**src/rtl/nvce_pkg.sv**
```systemverilog
package nvce_pkg;

    typedef enum logic [1:0] {
        PS_RECOVER = 2'd0,
        PS_RUN     = 2'd1,
        PS_FAIL    = 2'd2
    } pwr_state_t;

    typedef struct packed {
        logic low_tight;
        logic low_wide;
        logic bat1_low;
        logic bat2_low;
    } sense_t;

    localparam int unsigned SENSE_W = $bits(sense_t);

    function automatic logic supply_fail(input sense_t s, input logic tol_wide);
        return tol_wide ? s.low_wide : s.low_tight;
    endfunction

    function automatic logic battery_weak(input sense_t s);
        return s.bat1_low & s.bat2_low;
    endfunction

endpackage

```
**src/rtl/nvce_sync.sv**
```systemverilog
module nvce_sync #(
    parameter int unsigned W      = 4,
    parameter int unsigned STAGES = 2
) (
    input  logic         clk,
    input  logic         rst,
    input  logic [W-1:0] d,
    output logic [W-1:0] q
);
    logic [W-1:0] stg [STAGES];

    always_ff @(posedge clk) begin
        if (rst) begin
            for (int i = 0; i < STAGES; i++) stg[i] <= '0;
        end else begin
            stg[0] <= d;
            for (int i = 1; i < STAGES; i++) stg[i] <= stg[i-1];
        end
    end

    assign q = stg[STAGES-1];
endmodule

```
**src/rtl/nvce_pwr_seq.sv**
```systemverilog
module nvce_pwr_seq
    import nvce_pkg::*;
#(
    parameter int unsigned REC_CYCLES = 4_000_000
) (
    input  logic       clk,
    input  logic       rst,
    input  logic       fail_s,
    output pwr_state_t state,
    output logic       pf_n,
    output logic       rec_done
);
    localparam int unsigned CNT_W = (REC_CYCLES > 1) ? $clog2(REC_CYCLES) : 1;
    localparam logic [CNT_W-1:0] LAST = CNT_W'(REC_CYCLES - 1);

    logic [CNT_W-1:0] cnt;

    assign rec_done = (state == PS_RECOVER) && !fail_s && (cnt == LAST);

    always_ff @(posedge clk) begin
        if (rst) begin
            state <= PS_RECOVER;
            cnt   <= '0;
            pf_n  <= 1'b1;
        end else begin
            pf_n <= !fail_s;
            if (fail_s) begin
                state <= PS_FAIL;
                cnt   <= '0;
            end else begin
                unique case (state)
                    PS_FAIL: begin
                        state <= PS_RECOVER;
                        cnt   <= '0;
                    end
                    PS_RECOVER: begin
                        if (cnt == LAST) state <= PS_RUN;
                        else             cnt   <= cnt + 1'b1;
                    end
                    default: state <= PS_RUN;
                endcase
            end
        end
    end

    AST_PF_FOLLOWS_FAIL: assert property (@(posedge clk) disable iff (rst)
        fail_s |=> !pf_n);

    AST_RUN_SUPPLY_GOOD: assert property (@(posedge clk) disable iff (rst)
        (state == PS_RUN) |-> pf_n);
endmodule

```
**src/rtl/nvce_cycle_gate.sv**
```systemverilog
module nvce_cycle_gate
    import nvce_pkg::*;
#(
    parameter int unsigned BLOCK_NTH = 2
) (
    input  logic       clk,
    input  logic       rst,
    input  logic       ce_n,
    input  pwr_state_t state,
    input  logic       rec_done,
    input  logic       bat_weak,
    output logic       blk
);
    localparam int unsigned CW = $clog2(BLOCK_NTH + 1);
    localparam logic [CW-1:0] SAT     = CW'(BLOCK_NTH);
    localparam logic [CW-1:0] BLK_IDX = CW'(BLOCK_NTH - 1);

    logic [CW-1:0] cyc;
    logic          weak_q;
    logic          ce_q;
    logic          low_seen;
    logic          in_run;
    logic          rise;

    assign in_run = (state == PS_RUN);
    assign rise   = ce_n && !ce_q;
    assign blk    = weak_q && in_run && (cyc == BLK_IDX);

    always_ff @(posedge clk) begin
        if (rst) begin
            cyc      <= '0;
            weak_q   <= 1'b0;
            ce_q     <= 1'b1;
            low_seen <= 1'b0;
        end else begin
            ce_q <= ce_n;
            if (rec_done) weak_q <= bat_weak;
            if (!in_run) begin
                cyc      <= '0;
                low_seen <= 1'b0;
            end else if (!ce_n) begin
                low_seen <= 1'b1;
            end else if (rise && low_seen) begin
                low_seen <= 1'b0;
                if (cyc != SAT) cyc <= cyc + 1'b1;
            end
        end
    end
endmodule

```
**src/rtl/nvce_decode.sv**
```systemverilog
module nvce_decode #(
    parameter int unsigned ADDR_W = 4,
    localparam int unsigned NB    = 1 << ADDR_W
) (
    input  logic              clk,
    input  logic              rst,
    input  logic              ce_n,
    input  logic [ADDR_W-1:0] addr,
    input  logic              allow,
    output logic [NB-1:0]     ce_out_n
);
    logic live;
    logic hold;

    assign live = ~&ce_out_n;
    assign hold = !allow && live && !ce_n;

    for (genvar i = 0; i < NB; i++) begin : g_bank
        always_ff @(posedge clk) begin
            if (rst)        ce_out_n[i] <= 1'b1;
            else if (allow) ce_out_n[i] <= ce_n || (addr != ADDR_W'(i));
            else if (hold)  ce_out_n[i] <= ce_out_n[i];
            else            ce_out_n[i] <= 1'b1;
        end
    end

    AST_AT_MOST_ONE_LOW: assert property (@(posedge clk) disable iff (rst)
        $countones(~ce_out_n) <= 1);

    AST_IDLE_ALL_HIGH: assert property (@(posedge clk) disable iff (rst)
        ce_n |=> (&ce_out_n));
endmodule

```
**src/rtl/nvce_ctrl.sv**
```systemverilog
module nvce_ctrl
    import nvce_pkg::*;
#(
    parameter int unsigned ADDR_W      = 4,
    parameter int unsigned REC_CYCLES  = 4_000_000,
    parameter int unsigned BLOCK_NTH   = 2,
    parameter int unsigned SYNC_STAGES = 2,
    localparam int unsigned NB         = 1 << ADDR_W
) (
    input  logic              clk,
    input  logic              rst,
    input  logic              ce_n,
    input  logic [ADDR_W-1:0] bank_addr,
    input  logic              sup_low_tight,
    input  logic              sup_low_wide,
    input  logic              tol_sel,
    input  logic              bat1_low,
    input  logic              bat2_low,
    output logic [NB-1:0]     ram_ce_n,
    output logic              pwr_fail_n
);
    sense_t           raw;
    sense_t           sns;
    logic [SENSE_W-1:0] sns_vec;
    logic             fail_s;
    pwr_state_t       state;
    logic             rec_done;
    logic             blk;
    logic             allow;

    assign raw = '{low_tight: sup_low_tight, low_wide: sup_low_wide,
                   bat1_low: bat1_low, bat2_low: bat2_low};

    nvce_sync #(.W(SENSE_W), .STAGES(SYNC_STAGES)) i_sync (
        .clk (clk),
        .rst (rst),
        .d   (raw),
        .q   (sns_vec)
    );

    assign sns    = sense_t'(sns_vec);
    assign fail_s = supply_fail(sns, tol_sel);

    nvce_pwr_seq #(.REC_CYCLES(REC_CYCLES)) i_pwr (
        .clk      (clk),
        .rst      (rst),
        .fail_s   (fail_s),
        .state    (state),
        .pf_n     (pwr_fail_n),
        .rec_done (rec_done)
    );

    nvce_cycle_gate #(.BLOCK_NTH(BLOCK_NTH)) i_gate (
        .clk      (clk),
        .rst      (rst),
        .ce_n     (ce_n),
        .state    (state),
        .rec_done (rec_done),
        .bat_weak (battery_weak(sns)),
        .blk      (blk)
    );

    assign allow = (state == PS_RUN) && !blk;

    nvce_decode #(.ADDR_W(ADDR_W)) i_dec (
        .clk      (clk),
        .rst      (rst),
        .ce_n     (ce_n),
        .addr     (bank_addr),
        .allow    (allow),
        .ce_out_n (ram_ce_n)
    );

    AST_BLOCKED_CYCLE_QUIET: assert property (@(posedge clk) disable iff (rst)
        (blk && !ce_n) |=> (&ram_ce_n));

    AST_FAIL_NO_NEW_GRANT: assert property (@(posedge clk) disable iff (rst)
        ((state == PS_FAIL) && (&ram_ce_n)) |=> (&ram_ce_n));
endmodule

```
**config.mk**
```make
export PLATFORM = sky130hd
export DESIGN_NAME = nvce_ctrl
export DESIGN_NICKNAME = d
export VERILOG_FILES = /design/src/rtl/nvce_pkg.sv /design/src/rtl/nvce_sync.sv /design/src/rtl/nvce_pwr_seq.sv /design/src/rtl/nvce_cycle_gate.sv /design/src/rtl/nvce_decode.sv /design/src/rtl/nvce_ctrl.sv
export SDC_FILE = /design/constraint.sdc
export NUM_CORES = 1
export LEC_CHECK = 0
export BUFFER_PORTS_ARGS = -buffer_cell sky130_fd_sc_hd__buf_2
export CAP_MARGIN = 25
export CORE_MARGIN = 5
export CORE_UTILIZATION = 57
export DETAILED_ROUTE_END_ITERATION = 8
export PLACE_DENSITY = 0.82
export SYNTH_ARGS = -nofsm -noshare
export SYNTH_HDL_FRONTEND = slang
export SYNTH_SLANG_ARGS = --single-unit
```
**constraint.sdc**
```tcl
create_clock -name clk -period 2.67 [get_ports clk]
set_input_delay 0 -clock clk [delete_from_list [all_inputs] [get_ports clk]]
set_output_delay 0 -clock clk [all_outputs]
set_load 0.005 [all_outputs]
```
# Yosys cells after proc, flatten, opt, wreduce, memory -nomap -nowiden
# Memories as Yosys holds them, arrays and structs flattened.
# Cells that the tools add are included.
[classes]
n_mul = 0
n_eq_ne = 25
shifts = 0
n_bitwise = 4
n_lt_le_gt_ge = 0
div = 0
n_reduce_logical = 39
muxes = 30
addsub = 2
[ops]
columns = ["operator", "count"]
rows = [
  ["$pmux W22 S2", 1],
  ["$ne A4 B4 Y1 const B", 8],
  ["$mux W1", 23],
  ["$add A22 B1 Y22 const B", 1],
  ["$eq A22 B22 Y1 const B", 1],
  ["$mux W22", 1],
  ["$logic_or A1 B1 Y1", 16],
  ["$ne A4 B3 Y1 const B", 4],
  ["$reduce_and A16 Y1", 1],
  ["$logic_and A1 B1 Y1", 9],
  ["$mux W4", 2],
  ["$ne A4 B2 Y1 const B", 2],
  ["$logic_not A1 Y1", 6],
  ["$ne A2 B2 Y1 const B", 3],
  ["$eq A2 B1 Y1 const B", 2],
  ["$mux W2", 2],
  ["$ne A2 B1 Y1 const B", 2],
  ["$ne A4 B1 Y1 const B", 1],
  ["$pmux W2 S2", 1],
  ["$reduce_bool A4 Y1", 1],
  ["$reduce_or A2 Y1", 2],
  ["$ne A3 B2 Y1 const B", 1],
  ["$reduce_and A3 Y1", 1],
  ["$add A2 B1 Y2 const B", 1],
  ["7 further kinds", 8],
]
[totals]
regBits = 46
romBits = 0
n_memories = 1
output_inout_bits = 17
inputBits = 12
latchBits = 0
mem_bits_rw = 8
[memory_table]
columns = ["memory", "depth", "word_bits", "read_ports", "rd_clocked_by_memory_dff", "write_ports", "line_no", "source"]
rows = [
  ["i_sync.stg", 2, 4, 2, 0, 2, "nvce_sync.sv:10", "logic [W-1:0] stg [STAGES];"],
]

# Longest topological paths before layout
# Gate-level depths: netlist (run 1).
[logic_depth]
depth_word = 10
depth_mapped = 9
depth_no_buf = 8

# Modules after synthesis
# Synthesis (run 1) repeated with hierarchy kept, for this count alone.
[unflattened]
hier_cells = 244
hier_area_um2 = 2424.8
[modules_own_cells]
columns = ["mod", "area_each_um2", "n_inst", "cells_each", "seq_area_each_um2"]
rows = [
  ["nvce_pwr_seq", 1343.8, 1, 154, 500.5],
  ["nvce_decode", 556.8, 1, 43, 320.3],
  ["nvce_cycle_gate", 255.2, 1, 24, 100.1],
  ["nvce_sync", 240.2, 1, 20, 160.2],
  ["nvce_ctrl", 28.8, 1, 3, 0.0],
]

# Worst setup path after synthesis (run 1)
# OpenSTA, ideal clock, no wires.
[synth_path]
path_kind = "register to register"
startpoint = "register i_pwr.cnt[15]"
endpoint = "register i_pwr.cnt[16]"
slack_ns = 0.636
arrival_ns = 1.963
stages_incl_launch_ff = 10
setup_time_ns = 0.072
t_required_ns = 2.598
path_cell_list = "dfxtp_1 > buf_2 > or4b_4 > or4_4 > nor2_4 > o21ai_4 > clkinv_4 > buf_8 > a21oi_1 > mux2i_1"
[synth_between]
elab_chain_len = 3
elab_cells_between_ends = 6
[synth_lines]
columns = ["item", "line_no", "source"]
rows = [
  ["from (decl)", "nvce_pwr_seq.sv:16", "logic [CNT_W-1:0] cnt;"],
  ["from (signal assigned)", "nvce_pwr_seq.sv:38", "else cnt <= cnt + 1'b1;"],
  ["$add A22 B1 Y22 / $eq A22 B22 Y1 (equally long branches)", "nvce_pwr_seq.sv:38, nvce_pwr_seq.sv:37", ""],
  ["$mux W22 / $ne A2 B2 Y1 (equally long branches)", "--", ""],
  ["$pmux W22 S2 / $reduce_and A2 Y1 (equally long branches)", "--", ""],
]
# Several ways; a longest one is shown, not always the timed one. The select of a mux whose other input is x is not followed.
# A chain may end at the register's enable or synchronous reset.

# Worst setup path in the final report (run 1)
[layout_path]
startpoint = "register i_pwr.cnt[16]"
endpoint = "register i_pwr.cnt[9]"
[layout_between]
elab_chain_len = 3
[layout_lines]
columns = ["item", "line_no", "source"]
rows = [
  ["$eq A22 B22 Y1", "nvce_pwr_seq.sv:37", "if (cnt == LAST) state <= PS_RUN;"],
  ["$ne A2 B2 Y1 (no source line)", "--", ""],
  ["$reduce_and A2 Y1 (no source line)", "--", ""],
]
# Every way passes these cells.

==> flow_summary_export.csv, run 1 <==
group,metric,value,unit
setup_path,setup.worst_path.class,"reg -> reg",
layout,layout.cells.most_common_list,"sky130_fd_sc_hd__dfxtp_1 (54), sky130_fd_sc_hd__nand2_1 (35), sky130_fd_sc_hd__buf_2 (28)",
power_and_ir_drop,part_of_the_total_power_dissipated_in_the_clock_network,33.8,%
detailed_routing,drt.antenna.violating_nets,0,
power_and_ir_drop,power.density,498,nW/um2
setup_path,critical_path.endpoint_type,"flip-flop",
power_and_ir_drop,pwr-share-seq,60.5,%
floorplan,die_width,74.3,um
detailed_routing,num_vias,2094,
layout,layout_commonest_cell,"sky130_fd_sc_hd__dfxtp_1",
layout,layout.nets,315,
sta,grt_setup_unrepaired,"no",
sta,timing.fmax,470,MHz
outcome,run_status,"completed",
sta,post-route-period-util,79.8,%
grt,grt_max_degree,21,
cts,ctsLongestPathBuffers,2,
yosys,synth.yosys.seq_area_share,45.9,%
detailed_routing,vias_per_cell,5.97,
power_and_ir_drop,combinational_power_share,5.7,%
setup_path,cp.required,2.91,ns
grt,grt_use_total,20.6,%
yosys,synth.lib_cells_used.distinct,46,
layout,fillers,337,
setup_path,critical_path_cell_count,7,
cts,clk-insertion-delay-late,0.31,ns
sta,hold_viol_final,0,
grt,grt_first_pass_wirelength,8940,um
placement,place.detailed.hpwl,3520,um
power_and_ir_drop,vdd_drop_max,395,uV
sta,setup_skew,0.00825,ns
sta,final_max_slew_viols,0,
power_and_ir_drop,internal,1.04,mW
layout,diodes,0,
cts,total_clock_sinks,54,
job,drv.max_cap_violation_count,0,
detailed_routing,detailed_route_wl,5220,um
setup_path,cp_cell_sequence,"or4b_4, or4_4, nor2_4, o21ai_4, clkinv_4, a21oi_1, mux2i_1",
setup_path,timing.critical_path.from_type,"flip-flop",
sta,finalSetupViolCount,0,
cts,h-tree-depth,2,
sta,fin_crit,2.13,ns
setup_path,worst_ep_arrival_time,2.37,ns
placement,gp_congestion,0.886,
yosys,yosysWarnings,0,
power_and_ir_drop,netSwitchingFraction,23.5,%
layout,final_layout_size_suffix_gt1_share,17.3,%
sta,timing.hold.ws,0.00893,ns
worst_hold_path,hold_depth,3,
yosys,post_synthesis_net_count,276,
detailed_routing,drt_drc_violations_left,0,
detailed_routing,post_drt_wl_per_cell,14.9,um
setup_path,critical_path_buffers_and_inverters,1,
cts,tritoncts,"done",
worst_hold_path,timing.hold.worst.class,"in -> reg",
setup_path,r2r.worst_path.cells,7,
floorplan,initial_utilization,58.8,%
setup_path,crit_family,"simple AND/OR/NAND/NOR gates",
cts,cts-buffers-inserted,5,
yosys,synthCells,261,
floorplan,num_rows,23,
yosys,async_reset_ff_share,0,%
floorplan,num_io_pins,29,
grt,number_of_antenna_violations_at_the_first_check_in_global_routing,0,
floorplan,die_height,74.3,um
setup_path,critical-path-max-stage-delay,0.54,ns
setup_path,critPathSlowestCell,"sky130_fd_sc_hd__or4_4",
yosys,ys_ff_latch,54,
floorplan,design.die.area,5510,um2
layout,multiInputGateArea,1190,um2
grt,number_of_global_route_vias_before_repair,1927,
yosys,syn-cell-area,2350,um2
yosys,edff_count_synth,0,
yosys,postSynthAreaPerCell,9.02,um2
placement,port_buffers,28,
power_and_ir_drop,leakagePower,0.982,nW
floorplan,placeableCoreArea,4000,um2
layout,seqCellArea,1080,um2
setup_path,path_max_fanout,12,
sta,finalSetupTns,0,ns
cts,clockRootBuffer,"sky130_fd_sc_hd__clkbuf_8",
power_and_ir_drop,switchingPower,0.319,mW
layout,layout-area-overhead-vs-synth,15.9,%
yosys,dominantRegCellSynth,"sky130_fd_sc_hd__dfxtp_1",
cts,post-cts-setup-buffers,0,
sta,worstMarginPinSlew,0.584,ns
sta,slew-limit-headroom,61.0,%
detailed_routing,drt_pass1_iterations,4,
cts,clk_pin_slew,0.09,ns
cts,cts-resized-gates,0,
detailed_routing,detail_route.iter0.violations,154,
grt,grt_total_ovfl,0,
synthesized netlist by cell type (2+ instances only):
library cell,instances,area (um2)
sky130_fd_sc_hd__and2_1,2,12.5
sky130_fd_sc_hd__or2_2,2,12.5
sky130_fd_sc_hd__nor3_1,6,30.0
sky130_fd_sc_hd__inv_1,5,18.8
sky130_fd_sc_hd__nor2b_1,12,75.1
sky130_fd_sc_hd__a31oi_1,8,50.1
sky130_fd_sc_hd__clkbuf_1,8,30.0
sky130_fd_sc_hd__o22ai_1,12,75.1
sky130_fd_sc_hd__nor2_1,11,41.3
sky130_fd_sc_hd__nand2_1,35,131
sky130_fd_sc_hd__and3_1,2,12.5
sky130_fd_sc_hd__a211oi_1,3,22.5
sky130_fd_sc_hd__xnor2_1,3,26.3
sky130_fd_sc_hd__nand3b_1,3,22.5
sky130_fd_sc_hd__a22o_1,4,35.0
sky130_fd_sc_hd__nand3_1,9,45.0
sky130_fd_sc_hd__a41oi_1,3,26.3
sky130_fd_sc_hd__nor4_1,4,25.0
sky130_fd_sc_hd__a21oi_1,17,85.1
sky130_fd_sc_hd__o32ai_1,4,35.0
sky130_fd_sc_hd__mux2i_1,6,60.1
sky130_fd_sc_hd__and4_1,3,26.3
sky130_fd_sc_hd__nand2b_1,5,31.3
sky130_fd_sc_hd__o22a_1,4,35.0
sky130_fd_sc_hd__dfxtp_1,54,1080
sky130_fd_sc_hd__o21ai_0,5,25.0
sky130_fd_sc_hd__nand4_1,10,62.6
sky130_fd_sc_hd__ha_1,3,37.5
power by group through the flow:
| stage | combinational, mW | sequential, mW | clock [mW] |
|---|---|---|---|
| 5_1_grt | 0.0860 | 0.825 | 0.502 |
| 3_5_place_dp | 0.0640 | 0.842 | 0 |
| 6_report | 0.0770 | 0.823 | 0.459 |
| 3_3_place_gp | 0.0631 | 0.841 | 0 |
| 2_1_floorplan | 0.0433 | 0.839 | 0 |
| 4_1_cts | 0.0758 | 0.823 | 0.472 |
tightest hold or removal path, delay by kind of cell:
kind / cells / cell delay [ns]
AOI/OAI and AO/OA: 1 / 0.10
buffers and inverters: 1 / 0.13
and+or+nand+nor: 1 / 0.06
state kept, by name (all words and copies together) (netlist names):
register,flops
i_pwr.state,2
i_gate.weak_q,1
i_pwr.pf_n,1
i_gate.cyc,2
i_pwr.cnt,22
i_dec.ce_out_n,16
i_gate.low_seen,1
i_gate.ce_q,1
i_sync.stg,8
area by class of cell:
type	instances	share of cell area, %
Clock buffer	5	2.52
Clock inverter	3	0.871
Inverter	6	1.01
Multi-Input combinational cell	190	43.5
Sequential cell	54	39.6
Tap cell	50	2.29
Timing Repair Buffer	43	10.2
through the flow:
step           total power [mW]  utilization (%)  setup WS, ns  instance area [um2]  cells
2_1_floorplan             0.882                -         0.636                 2350    261
3_3_place_gp              0.904             63.4         0.641                 2540    333
3_5_place_dp              0.906             63.4         0.590                 2540    333
4_1_cts                    1.37             68.2         0.553                 2730    351
5_1_grt                    1.41             68.2         0.370                 2730    351
6_report                   1.36             68.2         0.540                 2730    351
worst paths after layout:
path / from / to / slack, ns
max: i_pwr.cnt[16] / i_pwr.cnt[9] / 0.54
min: bank_addr[0] / i_dec.ce_out_n[0] / 0.009
max reg2reg: i_pwr.cnt[16] / i_pwr.cnt[9] / 0.54
min reg2reg: i_sync.stg[0][3] / i_sync.stg[0][7] / 0.46
cell families after synthesis:
family                   synth area share, %
flip-flops                              45.9
XOR/XNOR                                1.49
AO/OA/AOI/OAI                           17.7
AND/OR/NAND/NOR                         26.6
multiplexers                            3.03
adder cells (fa/ha/maj)                 1.60
buffers and inverters                   3.62
what timing repair did:
| item | CTS | global route |
|---|---|---|
| endpoints found under the hold margin | 11 | 0 |
| hold buffers | 10 | 0 |
| setup endpoints to repair | 0 | 0 |
per-layer routing:
metal	wire length, um	share of wire (%)	GRT usage (%)
met4	60	1.1	6.52
met3	317	6.1	4.19
met1	2310	44	27.7
met2	2530	48	33.4
met5	0	0	0
Power figures use the tool's default switching activity.
==> run 2, diff against run 1 <==
ABC_AREA = 1   (was default)
CORE_UTILIZATION = 53   (was 57)
PLACE_DENSITY = 0.79   (was 0.82)
clock period = 1.92 ns   (was 2.67 ns; I/O delays follow)
==> run 2 against run 1 <==
Setup slack worse by 0.28 ns; clock power increased by 71%; first-iteration DRC count shrank 12%; critical endpoint is now i_dec.ce_out_n[9]; largest power group unchanged; design area up 16%.
==> flow_summary_export.csv, run 2 <==
group,metric,value,unit
outcome,run_status,"completed",
detailed_routing,vias_per_cell,5.11,
floorplan,die_width,81.9,um
yosys,ys_ff_latch,54,
yosys,synth.mux.area_fraction,0,%
cts,cts-resized-gates,0,
yosys,yosys.area_share.simple,41.2,%
worst_hold_path,timing.hold.worst.class,"in -> reg",
sta,slew-limit-headroom,71.6,%
layout,largest_register_by_flop_count,"i_pwr.cnt",
power_and_ir_drop,switchingPower,0.616,mW
detailed_routing,detail_route.iter0.violations,136,
setup_path,critical-path-top-cell-by-count,"sky130_fd_sc_hd__nand3_1",
layout,final_layout_size_suffix_gt1_share,15.9,%
yosys,synth-adder-area-share,1.37,%
power_and_ir_drop,part_of_the_total_power_dissipated_in_the_clock_network,33.9,%
power_and_ir_drop,vdd_drop_max,516,uV
detailed_routing,detail_route.wirelength.met1,2820,um
floorplan,design.die.area,6710,um2
power_and_ir_drop,combinational_power_share,14.0,%
setup_path,r2r.worst_path.cells,6,
placement,port_buffers,28,
grt,grt_total_ovfl,0,
floorplan,num_rows,26,
yosys,dominantRegCellSynth,"sky130_fd_sc_hd__dfxtp_1",
yosys,postSynthAreaPerCell,6.98,um2
yosys,yosys.area.top_type_share,39.4,%
sta,fin_crit,1.66,ns
layout,layout_commonest_cell,"sky130_fd_sc_hd__nand2_1",
yosys,synthTopCellsByCount,"sky130_fd_sc_hd__nand2_1 (92), sky130_fd_sc_hd__nand3_1 (63), sky130_fd_sc_hd__dfxtp_1 (54), sky130_fd_sc_hd__nor2_1 (47), sky130_fd_sc_hd__inv_1 (43)",
yosys,synth-compound-area-share,8.99,%
placement,dp_slack,0.294,ns
layout,diodes,0,
yosys,synth.lib_cells_used.distinct,30,
setup_path,worst_ep_arrival_time,1.85,ns
cts,tritoncts,"done",
yosys,largest_family_of_logic_cells_by_synthesized_area,"simple AND/OR/NAND/NOR gates",
detailed_routing,drt_pass1_iterations,4,
sta,grt_setup_unrepaired,"no",
floorplan,die_height,81.9,um
power_and_ir_drop,pwr-share-seq,52.1,%
floorplan,placeableCoreArea,5070,um2
detailed_routing,drt_drc_violations_left,0,
detailed_routing,wl_met2,2920,um
worst_hold_path,min_delay_worst_endpoint,"i_gate.ce_q",
sta,post-route-period-util,86.5,%
detailed_routing,detailroute.wirelength.met3,302,um
yosys,yosysWarnings,0,
grt,grt_first_pass_wirelength,10800,um
grt,grt_use_total,20.2,%
detailed_routing,drt.antenna.violating_nets,0,
yosys,edff_count_synth,0,
layout,largestRegisters,"i_pwr.cnt: 22 flops, i_dec.ce_out_n: 16 flops, i_sync.stg: 8 flops",
cts,clk-insertion-delay-late,0.30,ns
detailed_routing,post_drt_wl_per_cell,12.0,um
detailed_routing,detailed_route_wl,6070,um
layout,largest_register_ffs,22,
cts,clk_pin_slew,0.10,ns
sta,finalSetupTns,0,ns
setup_path,cp_cell_sequence,"inv_1, ha_1, a211oi_4, nand3_1, o21ai_1, nand3_1",
sta,final_max_slew_viols,0,
placement,place.detailed.hpwl,4520,um
grt,grt_max_degree,20,
grt,number_of_global_route_vias_before_repair,2359,
floorplan,num_io_pins,29,
grt,number_of_antenna_violations_at_the_first_check_in_global_routing,0,
cts,cts-buffers-inserted,5,
sta,setup_skew,0.00927,ns
worst_hold_path,hold_depth,3,
yosys,yosysMostFrequentCell,"sky130_fd_sc_hd__nand2_1",
setup_path,critical-path-max-stage-delay,0.39,ns
sta,hold_viol_final,0,
power_and_ir_drop,netSwitchingFraction,26.6,%
power_and_ir_drop,power.density,730,nW/um2
job,drv.max_cap_violation_count,0,
setup_path,path_max_fanout,7,
yosys,async_reset_ff_share,0,%
layout,layout-area-overhead-vs-synth,15.6,%
cts,ctsLongestPathBuffers,2,
layout,layout.cells.most_common_list,"sky130_fd_sc_hd__nand2_1 (92), sky130_fd_sc_hd__nand3_1 (63), sky130_fd_sc_hd__dfxtp_1 (54)",
setup_path,critPathSlowestCell,"sky130_fd_sc_hd__a211oi_4",
cts,total_clock_sinks,54,
setup_path,critical_path.endpoint_type,"flip-flop",
power_and_ir_drop,internal,1.70,mW
setup_path,endpoint_of_the_lowest_slack_register_to_register_path,"i_dec.ce_out_n[9]",
sta,finalSetupViolCount,0,
yosys,post_synth_xor_xnor_area,1.28,%
sta,layout_setup_ws,0.260,ns
yosys,post_synthesis_net_count,408,
yosys,synth.yosys.seq_area_share,39.4,%
placement,gp_congestion,0.881,
cts,clockRootBuffer,"sky130_fd_sc_hd__clkbuf_8",
yosys,post-synth-top-area-cell,"sky130_fd_sc_hd__dfxtp_1",
detailed_routing,highest-signal-layer,"met4",
yosys,synthCells,393,
setup_path,cp.required,2.11,ns
setup_path,setup.worst_path.class,"reg -> reg",
layout,layout.nets,449,
sta,timing.fmax,602,MHz
floorplan,initial_utilization,54.0,%
power_and_ir_drop,leakagePower,1.43,nW
detailed_routing,num_vias,2581,
sta,worstMarginPinSlew,0.422,ns
cts,h-tree-depth,2,
setup_path,timing.critical_path.from_type,"flip-flop",
yosys,syn-cell-area,2740,um2
worst_hold_path,worst_min_delay_path_startpoint,"ce_n",
setup_path,reg2reg_slack,0.26,ns
setup_path,crit-reg2reg-launch,"i_gate.cyc[1]",
yosys,synth_area_leaders,"sky130_fd_sc_hd__dfxtp_1 (39%), sky130_fd_sc_hd__nand2_1 (13%), sky130_fd_sc_hd__nand3_1 (11%)",
==> run 2: cell count changes in the layout (fill, tap and decap cells not counted), moves of 7 or more <==
cell	previous run	this run
sky130_fd_sc_hd__a31oi_1	8	0
sky130_fd_sc_hd__inv_1	5	43
sky130_fd_sc_hd__nand2_1	35	92
sky130_fd_sc_hd__nand3_1	9	63
sky130_fd_sc_hd__nor2_1	11	47
sky130_fd_sc_hd__nor2b_1	12	0
sky130_fd_sc_hd__o21ai_0	5	12
sky130_fd_sc_hd__o21ai_1	0	12
sky130_fd_sc_hd__o22ai_1	12	1
==> run 2: final cells by class <==
cell class                      instances  area [um2]
Clock buffer                            5        68.8
Clock inverter                          3        47.5
Fill cell                             459        1910
Inverter                               47         176
Multi-Input combinational cell        285        1450
Sequential cell                        54        1080
Tap cell                               70        87.6
Timing Repair Buffer                   41         258
==> run 2: cell families (layout without fill, tap and decap cells) <==
| family | count (synthesis) | after routing |
|---|---|---|
| xor+xnor | 4 | 4 |
| fa+ha+maj | 3 | 3 |
| buf+inv | 54 | 96 |
| flops | 54 | 54 |
| simple gates | 235 | 235 |
| compound gates | 43 | 43 |
==> run 2: critical path: cells and delay by family, from the launching register on <==
| family | cells | cell delay (ns) |
|---|---|---|
| adders and majority gates | 1 | 0.20 |
| AOI/OAI and AO/OA | 2 | 0.62 |
| buffers and inverters | 1 | 0.05 |
| and+or+nand+nor | 2 | 0.32 |
| DFF | 1 | 0.37 |
==> run 2: worst max-delay path by stage <==
stage	startpoint	endpoint	slack, ns
after floorplan	i_gate.cyc[1]	i_dec.ce_out_n[0]	0.46
after global placement	i_gate.cyc[1]	i_dec.ce_out_n[9]	0.30
after detailed placement	i_gate.cyc[1]	i_dec.ce_out_n[9]	0.29
after CTS	i_gate.cyc[1]	i_dec.ce_out_n[9]	0.24
after global routing	i_gate.cyc[1]	i_dec.ce_out_n[9]	0.05
final	i_gate.cyc[1]	i_dec.ce_out_n[9]	0.26
==> run 2: timing repair <==
action,in CTS,in global routing
setup buffers,0,0
hold buffers,8,0
endpoints found under the hold margin,6,0
==> run 2: layer usage <==
layer  global-route usage (%)  up-vias
met5                        0        -
met1                     27.4     1169
met2                     33.4       64
met3                     3.62        2
li1                         -     1346
met4                     4.32        0
==> run 2: power by group through the flow <==
stage               registers [mW]  clock network [mW]  logic, mW
CTS                           1.20               0.808      0.324
detailed placement            1.23                   0      0.310
global placement              1.23                   0      0.305
finish                        1.21               0.785      0.325
floorplan                     1.23                   0      0.205
global route                  1.21               0.868      0.374
==> run 2: through the flow <==
step | power (mW) | utilization (%) | std cells | hold WS (ns) | instance area, um2
after floorplan | 1.43 | - | 393 | 0.107 | 2740
after global placement | 1.53 | 58.6 | 489 | 0.199 | 2970
after detailed placement | 1.54 | 58.6 | 489 | 0.206 | 2970
after CTS | 2.34 | 62.5 | 505 | 0.0211 | 3170
after global routing | 2.46 | 62.5 | 505 | 0.0417 | 3170
final | 2.32 | 62.5 | 505 | 0.0320 | 3170
==> run 3, diff against run 2 <==
CORE_MARGIN = 2   (was 5)
CORE_UTILIZATION = 40   (was 53)
PLACE_DENSITY = 0.65   (was 0.79)
==> run 3 against run 2 <==
Final cell count increased by 1.4%; sequential cell count unchanged; sequential share of layout area rose by 0.34 points; die area grew 12%; highest routed layer unchanged.
==> flow_summary_export.csv, run 3 (synthesized netlist as in run 2, its figures left out) <==
group,metric,value,unit
setup_path,critical_path.endpoint_type,"flip-flop",
cts,tritoncts,"done",
sta,layout_setup_ws,0.217,ns
layout,layout-area-overhead-vs-synth,14.4,%
detailed_routing,post_drt_wl_per_cell,11.8,um
grt,grt_first_pass_wirelength,10200,um
detailed_routing,vias_per_cell,4.94,
layout,layout_commonest_cell,"sky130_fd_sc_hd__nand2_1",
setup_path,critical-path-top-cell-by-count,"sky130_fd_sc_hd__nand3_1",
worst_hold_path,timing.hold.worst.class,"in -> reg",
cts,ctsLongestPathBuffers,2,
placement,placement.cell_area,2990,um2
floorplan,die_height,86.8,um
grt,number_of_antenna_violations_at_the_first_check_in_global_routing,0,
detailed_routing,detail_route.iter0.violations,142,
cts,clk_pin_slew,0.10,ns
sta,final_max_slew_viols,0,
sta,fin_crit,1.70,ns
setup_path,path_max_fanout,7,
floorplan,initial_utilization,40.8,%
cts,clk-insertion-delay-late,0.31,ns
layout,final_layout_size_suffix_gt1_share,16.0,%
cts,clockRootBuffer,"sky130_fd_sc_hd__clkbuf_8",
sta,grt_setup_unrepaired,"no",
floorplan,design.die.area,7540,um2
grt,grt_total_ovfl,0,
layout,layout.cells.most_common_list,"sky130_fd_sc_hd__nand2_1 (92), sky130_fd_sc_hd__nand3_1 (63), sky130_fd_sc_hd__dfxtp_1 (54)",
setup_path,critPathSlowestCell,"sky130_fd_sc_hd__a211oi_4",
setup_path,cp_cell_sequence,"inv_1, ha_1, a211oi_4, nand3_1, o21ai_1, nand3_1",
power_and_ir_drop,vdd_drop_max,450,uV
detailed_routing,drt.antenna.violating_nets,0,
floorplan,num_io_pins,29,
sta,timing.hold.ws,0.0410,ns
setup_path,critical_path_buffers_and_inverters,1,
layout,post-route-cell-area,3140,um2
floorplan,num_rows,30,
sta,worstMarginPinSlew,0.373,ns
job,drv.max_cap_violation_count,0,
sta,finalSetupTns,0,ns
power_and_ir_drop,power.density,715,nW/um2
detailed_routing,drt_pass1_iterations,6,
layout,fillers,680,
grt,number_of_global_route_vias_before_repair,2254,
layout,largest_register_by_flop_count,"i_pwr.cnt",
setup_path,cp.required,2.12,ns
grt,grt_max_degree,20,
setup_path,crit_family,"compound AO/OA/AOI/OAI gates",
floorplan,die_width,86.8,um
power_and_ir_drop,power.total,2.24,mW
placement,port_buffers,28,
sta,finalSetupViolCount,0,
setup_path,critical-path-max-stage-delay,0.40,ns
outcome,run_status,"completed",
setup_path,setup.worst_path.class,"reg -> reg",
power_and_ir_drop,leakagePower,1.40,nW
detailed_routing,num_vias,2529,
detailed_routing,detailed_route_wl,6070,um
sta,setup_skew,0.00810,ns
placement,gp_congestion,0.893,
cts,total_clock_sinks,54,
floorplan,placeableCoreArea,6720,um2
cts,h-tree-depth,2,
sta,slew-limit-headroom,75.1,%
layout,layout.nets,446,
placement,place.detailed.hpwl,4540,um
detailed_routing,drt_drc_violations_left,0,
sta,hold_viol_final,0,
layout,largestRegisters,"i_pwr.cnt: 22 flops, i_dec.ce_out_n: 16 flops, i_sync.stg: 8 flops",
grt,grt_use_total,16.7,%
layout,largest_register_ffs,22,
sta,post-route-period-util,88.7,%
setup_path,worst_ep_arrival_time,1.90,ns
placement,dp_slack,0.231,ns
cts,cts-buffers-inserted,5,
setup_path,timing.critical_path.from_type,"flip-flop",
layout,diodes,0,
sta,timing.fmax,587,MHz
run 3: repair_timing:
item                                    CTS  global route
endpoints found under the setup margin    0             0
resized for setup                         0             0
endpoints found under the hold margin     4             2
buffers inserted                          0             0
hold buffers                              4             1
run 3: routing by layer:
layer	wire, um	global-route usage, %	up-vias
li1	-	-	1344
met1	2960	21.7	1131
met5	0	0	-
met2	2840	28.1	48
met3	192	3.05	6
met4	65	4.69	0
run 3: worst paths after layout:
| kind | start | to | slack [ns] | cells after the start |
|---|---|---|---|---|
| worst max-delay path | i_gate.cyc[1] | i_dec.ce_out_n[9] | 0.22 | 6 |
| worst min-delay path | ce_n | i_gate.ce_q | 0.04 | 3 |
| worst max register to register | i_gate.cyc[1] | i_dec.ce_out_n[9] | 0.22 | 6 |
| worst min register to register | i_sync.stg[0][3] | i_sync.stg[0][7] | 0.41 | 2 |
run 3: metrics by stage:
| stage | util (%) | cells |
|---|---|---|
| after detailed placement | 44.4 | 499 |
| final | 46.7 | 512 |
| after CTS | 46.6 | 511 |
| after floorplan | - | 393 |
| after global placement | 44.4 | 499 |
| after global routing | 46.7 | 512 |
run 3: power by group:
group / switching (mW) / internal, mW / leakage, nW
clock network: 0.410 / 0.308 / 0.0537
registers: 0.0350 / 1.17 / 0.441
logic: 0.193 / 0.126 / 0.909
total: 0.638 / 1.60 / 1.40
run 3: worst register-to-register path, stage by stage (launching register included):
cell and delay (ns):
sky130_fd_sc_hd__dfxtp_1 0.38, sky130_fd_sc_hd__inv_1 0.05, sky130_fd_sc_hd__ha_1 0.20, sky130_fd_sc_hd__a211oi_4 0.40, sky130_fd_sc_hd__nand3_1 0.25, sky130_fd_sc_hd__o21ai_1 0.23, sky130_fd_sc_hd__nand3_1 0.08
run 3: cell type report:
type	count	area, um2	share of cell area [%]
clock buffer	6	82.6	2.63
clock inverter	2	20.0	0.638
inverter	47	176	5.62
multi-input combinational	285	1450	46.2
sequential	54	1080	34.4
tap	80	100	3.19
timing repair buffer	38	228	7.26
